## src/rtl/lockstep_pkg.sv

```systemverilog
// Package lockstep_pkg
// Holds the defaults and helper functions shared by the lockstep comparator
// modules. Assumes nothing beyond elaboration-time constant evaluation.
package lockstep_pkg;

    // Default lag, in cycles, between the main and the checker unit.
    localparam int unsigned LS_DEFAULT_DELAY = 2;

    // Number of bits needed to hold a count from 0 to n inclusive.
    function automatic int unsigned ls_cnt_width(input int unsigned n);
        int unsigned w;
        w = 1;
        while ((1 << w) <= n) begin
            w = w + 1;
        end
        return w;
    endfunction

endpackage

```

## src/rtl/ls_delay_line.sv

```systemverilog
// Module ls_delay_line
// Fixed-depth register pipeline. The output equals the input sampled DEPTH
// edges earlier. Every stage resets to zero. Assumes DEPTH >= 1.
module ls_delay_line #(
    parameter int unsigned W     = 16,
    parameter int unsigned DEPTH = 2
) (
    input  logic         clk,
    input  logic         rst_n,
    input  logic [W-1:0] d,
    output logic [W-1:0] q
);

    logic [W-1:0] stage [DEPTH];

    for (genvar g = 0; g < DEPTH; g++) begin : g_stage
        if (g == 0) begin : g_head
            // Purpose: capture the incoming word into the first stage.
            always_ff @(posedge clk) begin
                if (!rst_n) stage[0] <= '0;
                else        stage[0] <= d;
            end
        end else begin : g_body
            // Purpose: shift the word one stage further down the line.
            always_ff @(posedge clk) begin
                if (!rst_n) stage[g] <= '0;
                else        stage[g] <= stage[g-1];
            end
        end
    end

    assign q = stage[DEPTH-1];

endmodule

```

## src/rtl/ls_fill_tracker.sv

```systemverilog
// Module ls_fill_tracker
// Counts the edges since reset was released, saturating at DEPTH. It reports
// "armed" once both delay lines hold real data. Assumes the delay lines share
// this reset and depth.
module ls_fill_tracker
    import lockstep_pkg::*;
#(
    parameter int unsigned DEPTH = LS_DEFAULT_DELAY
) (
    input  logic clk,
    input  logic rst_n,
    output logic armed
);

    localparam int unsigned CW = ls_cnt_width(DEPTH);
    localparam logic [CW-1:0] FULL = CW'(DEPTH);

    logic [CW-1:0] fill_cnt;

    // Purpose: count filled stages after reset and hold at full.
    always_ff @(posedge clk) begin
        if (!rst_n)                fill_cnt <= '0;
        else if (fill_cnt != FULL) fill_cnt <= fill_cnt + 1'b1;
    end

    assign armed = (fill_cnt == FULL);

endmodule

```

## src/rtl/ls_out_compare.sv

```systemverilog
// Module ls_out_compare
// Compares the delayed main output with the checker output. When inject is
// set it first flips bit INJ_BIT of the checker output. The result is
// qualified by armed. Purely combinational. Assumes INJ_BIT < W.
module ls_out_compare #(
    parameter int unsigned W       = 16,
    parameter int unsigned INJ_BIT = 0
) (
    input  logic [W-1:0] main_dly,
    input  logic [W-1:0] chk_out,
    input  logic         inject,
    input  logic         armed,
    output logic         hit
);

    localparam logic [W-1:0] INJ_MASK = W'(1) << INJ_BIT;

    logic [W-1:0] chk_view;

    // Purpose: form the checker word as seen by the comparator, with injection.
    always_comb begin
        chk_view = inject ? (chk_out ^ INJ_MASK) : chk_out;
    end

    // Purpose: flag any bit difference once the pipelines are filled.
    always_comb begin
        hit = armed && (chk_view != main_dly);
    end

endmodule

```

## src/rtl/ls_fault_latch.sv

```systemverilog
// Module ls_fault_latch
// Sticky fault register. A new hit takes priority over a clear in the same
// cycle, so no fault is lost. Assumes hit is already qualified.
module ls_fault_latch (
    input  logic clk,
    input  logic rst_n,
    input  logic hit,
    input  logic clr,
    output logic fault
);

    // Purpose: set on hit, hold until cleared, with set taking priority.
    always_ff @(posedge clk) begin
        if (!rst_n)   fault <= 1'b0;
        else if (hit) fault <= 1'b1;
        else if (clr) fault <= 1'b0;
    end

endmodule

```

## src/rtl/lockstep_cmp.sv

```systemverilog
// Module lockstep_cmp
// Top of the delayed lockstep comparator. It delays the main unit's inputs to
// produce the checker's inputs and delays the main unit's outputs by the same
// depth. It compares them with the checker's outputs and keeps a sticky fault
// flag. Assumes the checker unit answers chk_in in the same cycle, as the main
// unit answers main_in.
module lockstep_cmp
    import lockstep_pkg::*;
#(
    parameter int unsigned IN_W    = 16,
    parameter int unsigned OUT_W   = 16,
    parameter int unsigned DELAY   = LS_DEFAULT_DELAY,
    parameter int unsigned INJ_BIT = 0
) (
    input  logic             clk,
    input  logic             rst_n,
    input  logic [IN_W-1:0]  main_in,
    input  logic [OUT_W-1:0] main_out,
    input  logic [OUT_W-1:0] chk_out,
    input  logic             fault_clr,
    input  logic             selftest_en,
    output logic [IN_W-1:0]  chk_in,
    output logic             fault
);

    logic [OUT_W-1:0] main_out_dly;
    logic             cmp_armed;
    logic             cmp_hit;

    // Input side: staggers the checker unit behind the main unit.
    ls_delay_line #(.W(IN_W), .DEPTH(DELAY)) in_dly_i (
        .clk   (clk),
        .rst_n (rst_n),
        .d     (main_in),
        .q     (chk_in)
    );

    // Output side: aligns each main result with the checker result for the same step.
    ls_delay_line #(.W(OUT_W), .DEPTH(DELAY)) out_dly_i (
        .clk   (clk),
        .rst_n (rst_n),
        .d     (main_out),
        .q     (main_out_dly)
    );

    // Blocks the comparison until both lines carry real data.
    ls_fill_tracker #(.DEPTH(DELAY)) fill_i (
        .clk   (clk),
        .rst_n (rst_n),
        .armed (cmp_armed)
    );

    ls_out_compare #(.W(OUT_W), .INJ_BIT(INJ_BIT)) cmp_i (
        .main_dly (main_out_dly),
        .chk_out  (chk_out),
        .inject   (selftest_en),
        .armed    (cmp_armed),
        .hit      (cmp_hit)
    );

    ls_fault_latch flag_i (
        .clk   (clk),
        .rst_n (rst_n),
        .hit   (cmp_hit),
        .clr   (fault_clr),
        .fault (fault)
    );

endmodule

```

## config.mk

```make
export PLATFORM = sky130hd
export DESIGN_NAME = lockstep_cmp
export DESIGN_NICKNAME = d
export VERILOG_FILES = /design/src/rtl/lockstep_pkg.sv /design/src/rtl/ls_delay_line.sv /design/src/rtl/ls_fill_tracker.sv /design/src/rtl/ls_out_compare.sv /design/src/rtl/ls_fault_latch.sv /design/src/rtl/lockstep_cmp.sv
export SDC_FILE = /design/constraint.sdc
export NUM_CORES = 1
export LEC_CHECK = 0
export ABC_AREA = 1
export BUFFER_PORTS_ARGS = -buffer_cell sky130_fd_sc_hd__buf_4
export CAP_MARGIN = 30
export CORE_MARGIN = 3
export CORE_UTILIZATION = 53
export DETAILED_ROUTE_END_ITERATION = 10
export PLACE_DENSITY = 0.83
export SYNTH_ARGS = -nofsm -noshare
export SYNTH_HDL_FRONTEND = slang
export SYNTH_SLANG_ARGS = --single-unit
```

## constraint.sdc

```tcl
create_clock -name clk -period 1.8 [get_ports clk]
set_input_delay 0.36 -clock clk [delete_from_list [all_inputs] [get_ports clk]]
set_output_delay 0.36 -clock clk [all_outputs]
set_load 0.01 [all_outputs]
```

==> metrics.sh <==
NUM_VIAS=1608
FINAL-SETUP-VIOL-COUNT=0
CRITICAL_PATH.TOP_DELAY_FAMILY='flip-flops'
CTS_HOLD_REPAIR.BUFFERS=0
DRT_WL_TOTAL_MM=3.572
STD_CELL_ROWS=22
YS_SEQ_ELEMENTS=67
CRIT_PATH_START_KIND='register'
CELL_BY_CELL_LISTING_OF_THE_CRITICAL_PATH='buf_4'
TOTAL_POWER_mW=2.986
HOLD_PATH_CLASS='input pin to register'
LAYOUT.FILLER_CELLS=281
DETAIL_ROUTE.VIAS_PER_CELL=4.040
GRT_FIRST_PASS_WIRELENGTH_MM=6.182
DESIGN.DIE.AREA_MM2=0.004928
MIN_PERIOD_PS=1141
MAXCAPVIOLATIONS=0
POST_SYNTH.CELL_AREA_AVG_UM2=8.032
WORST-PATH-MAX-FANOUT=2
DRIVE_ABOVE_1_SHARE=0.2429
PLACE_CONGESTION=0.7141
GRT_SETUP_UNREPAIRED='false'
TOTALNEGATIVESETUPSLACK_PS=0
ANTENNA_CELLS_INSERTED=0
NUMBER_OF_ANTENNA_VIOLATIONS_AT_THE_FIRST_CHECK_IN_GLOBAL_ROUTING=0
PORT_BUFFERS=68
CTS-HTREE-LEVELS=3
TIMING.HOLD.WS_PS=210.3
CLK_PIN_SLEW_PS=70
CRITPATHCAPTURETYPE='primary output'
IOPINCOUNT=69
SYNTH_CELL_TYPES=12
FINAL.SETUP.WORST_SLACK_PS=658.7
TOP_SIGNAL_LAYER_USED='met4'
DIE_H_UM=70.20
CLOCK_SKEW_PS=4.907
TIMING.FMAX_GHz=0.8762
CRIT_PATH_TOP_DELAY_CELL='sky130_fd_sc_hd__dfxtp_1'
CTS_BUFFERS=9
SYNTH_AREA_MM2=0.002185
POSTCTSRESIZEDCELLS=0
CTS_TREE='yes'
STANDBY_LEAKAGE_POWER_nW=1.855
REPORT.FINAL.SLEW_VIOL_COUNT=0
AVGROUTEDWIREPERCELL_UM=8.975
CRITICAL_PATH_ARRIVAL_PS=780
DETAILROUTE.WIRELENGTH.MET3_UM=330
TIMING.REG2REG.SETUP_SLACK_PS=780
CRITICAL_PATH.N_BUFFERS_INVERTERS=1
DETAILEDPLACE.WORSTSLACK_PS=609.3
SHARE_OF_THE_YOSYS_CHIP_AREA_BELONGING_TO_REGISTERS=0.6140
CTS_ROOT_BUFFER='sky130_fd_sc_hd__clkbuf_8'
POST_SYNTH_INST_COUNT=272
VDD_DROP_MAX_mV=0.6753
SYNTH_NETS=325
FLOORPLAN.INITIALDENSITY=0.5710
POWER_DENSITY_mW_PER_MM2=1022
VIA_COUNT_OF_THE_FIRST_GLOBAL_ROUTING_PASS=1550
CLOCK_PATH_BUFFERS=2
DETAILED_PLACE_HPWL_MM=2.590
FINAL_CELL_COUNT_NO_FILL=398
MAXIMUM_NUMBER_OF_PINS_ON_ONE_NET_BEFORE_GLOBAL_ROUTE_REPAIR=51
STATUS='complete, no violations'
WORST-ENDPOINT-REQUIRED_PS=1440
DETAILEDROUTE.FIRSTPASSITERATIONCOUNT=4
PATH_CLASS='register to primary output'
WORST_SLEW_MARGIN_REL=0.8752
CORE-AREA_MM2=0.003826
GRT_OVERFLOW_TOTAL=0
POST-CTS-SETUP-BUFFERS=0
GRT.TOTAL_USAGE=0.1637
TIMING.FINAL.CRIT_SHARE=0.6341
CLK_LATENCY_PS=330
ROUTED-WL-MET2_MM=1.894
DIE_WIDTH_UM=70.20
DP_CELL_COUNT=382
WORST_PIN_SLEW_PS=185.2
SYNTH.YOSYS.WARNINGS=0
CLOCK_SINK_COUNT=67
AREA_DELTA_SYNTH_FINAL_PCT=33.73
LAYOUT.NETS=398
TIMING.CRITICAL_PATH.SLOWEST_CELL_DELAY_PS=330
FIRST_ITER_VIOLATIONS=58
FINALHOLDVIOLCOUNT=0
DRC=0
ANT_NETS=0
DETAIL_ROUTE.WIRELENGTH.MET1_MM=1.339
[cell usage after synthesis]
library cell               count  share of area
sky130_fd_sc_hd__nand2_1      88           0.15
sky130_fd_sc_hd__inv_1        79           0.14
sky130_fd_sc_hd__dfxtp_1      67           0.61
sky130_fd_sc_hd__nor2_1       13          0.022
sky130_fd_sc_hd__xor2_1        9          0.036
sky130_fd_sc_hd__buf_2         5          0.011
sky130_fd_sc_hd__a21oi_1       3         0.0069
sky130_fd_sc_hd__nand3_1       3         0.0069
sky130_fd_sc_hd__clkbuf_1      2         0.0034
sky130_fd_sc_hd__ha_1          1         0.0057
sky130_fd_sc_hd__o21ai_0       1         0.0023
sky130_fd_sc_hd__xnor2_1       1         0.0040
[per-stage QoR]
| step | instance area [um2] | utilization |
|---|---|---|
| floorplan | 2185 | - |
| global placement | 2743 | 0.7168 |
| CTS | 2922 | 0.7636 |
| finish | 2922 | 0.7636 |
| detailed placement | 2743 | 0.7168 |
| global route | 2922 | 0.7636 |
[power breakdown]
group          total [mW]  internal [mW]  switching [mW]
Combinational       0.303          0.162           0.141
Sequential           1.60           1.57          0.0286
Clock                1.08          0.564           0.519
[layout by cell type, fill, tap and decap left out, drive strengths merged]
cell type   n
a21oi       3
buf        69
clkbuf     11
clkinv      4
clkinvlp    1
dfxtp      67
ha          1
inv        79
nand2      88
nand3       3
nor2       13
o21ai       1
xnor2       1
xor2        9
[state kept, by name, summed over array words and instances (netlist names)]
| name | count |
|---|---|
| in_dly_i.stage | 32 |
| fill_i.fill_cnt | 2 |
| flag_i.fault | 1 |
| out_dly_i.stage | 32 |
[tightest hold or removal path: stages]
cell and delay (ps):
sky130_fd_sc_hd__buf_4 70, sky130_fd_sc_hd__nand2_1 40, sky130_fd_sc_hd__inv_1 40
[routing by layer]
metal  global-route usage  vias to the layer above
met4              0.05106                        0
met5                    0                        -
li1                     -                      887
met2               0.2991                       42
met1               0.1434                      677
met3               0.1079                        2
[logic make-up after synthesis]
| family | after synthesis | share of synthesized area |
|---|---|---|
| and+or+nand+nor | 104 | 0.1804 |
| buffers and inverters | 86 | 0.1506 |
| DFF | 67 | 0.6140 |
| xor gates and xnor gates | 10 | 0.04009 |
| AOI/OAI and AO/OA | 4 | 0.009160 |
| adders and majority gates | 1 | 0.005726 |
[path summary, 6_finish.rpt]
| check | start | endpoint | cells after the start |
|---|---|---|---|
| setup / recovery | flag_i.fault | fault | 1 |
| hold / removal | main_in[5] | in_dly_i.stage[0][5] | 3 |
| setup reg to reg | out_dly_i.stage[1][3] | flag_i.fault | 9 |
| hold reg to reg | out_dly_i.stage[0][7] | out_dly_i.stage[1][7] | 2 |
[cell type report]
class / instances / area (um2) / area share
Inverter: 79 / 296.5 / 0.1015
Clock buffer: 11 / 151.4 / 0.05182
Tap cell: 48 / 60.06 / 0.02056
Sequential cell: 67 / 1341 / 0.4591
Timing Repair Buffer: 69 / 530.5 / 0.1816
Multi-Input combinational cell: 119 / 514.2 / 0.1760
Clock inverter: 5 / 27.53 / 0.009422
Power figures use the tool's default switching activity.
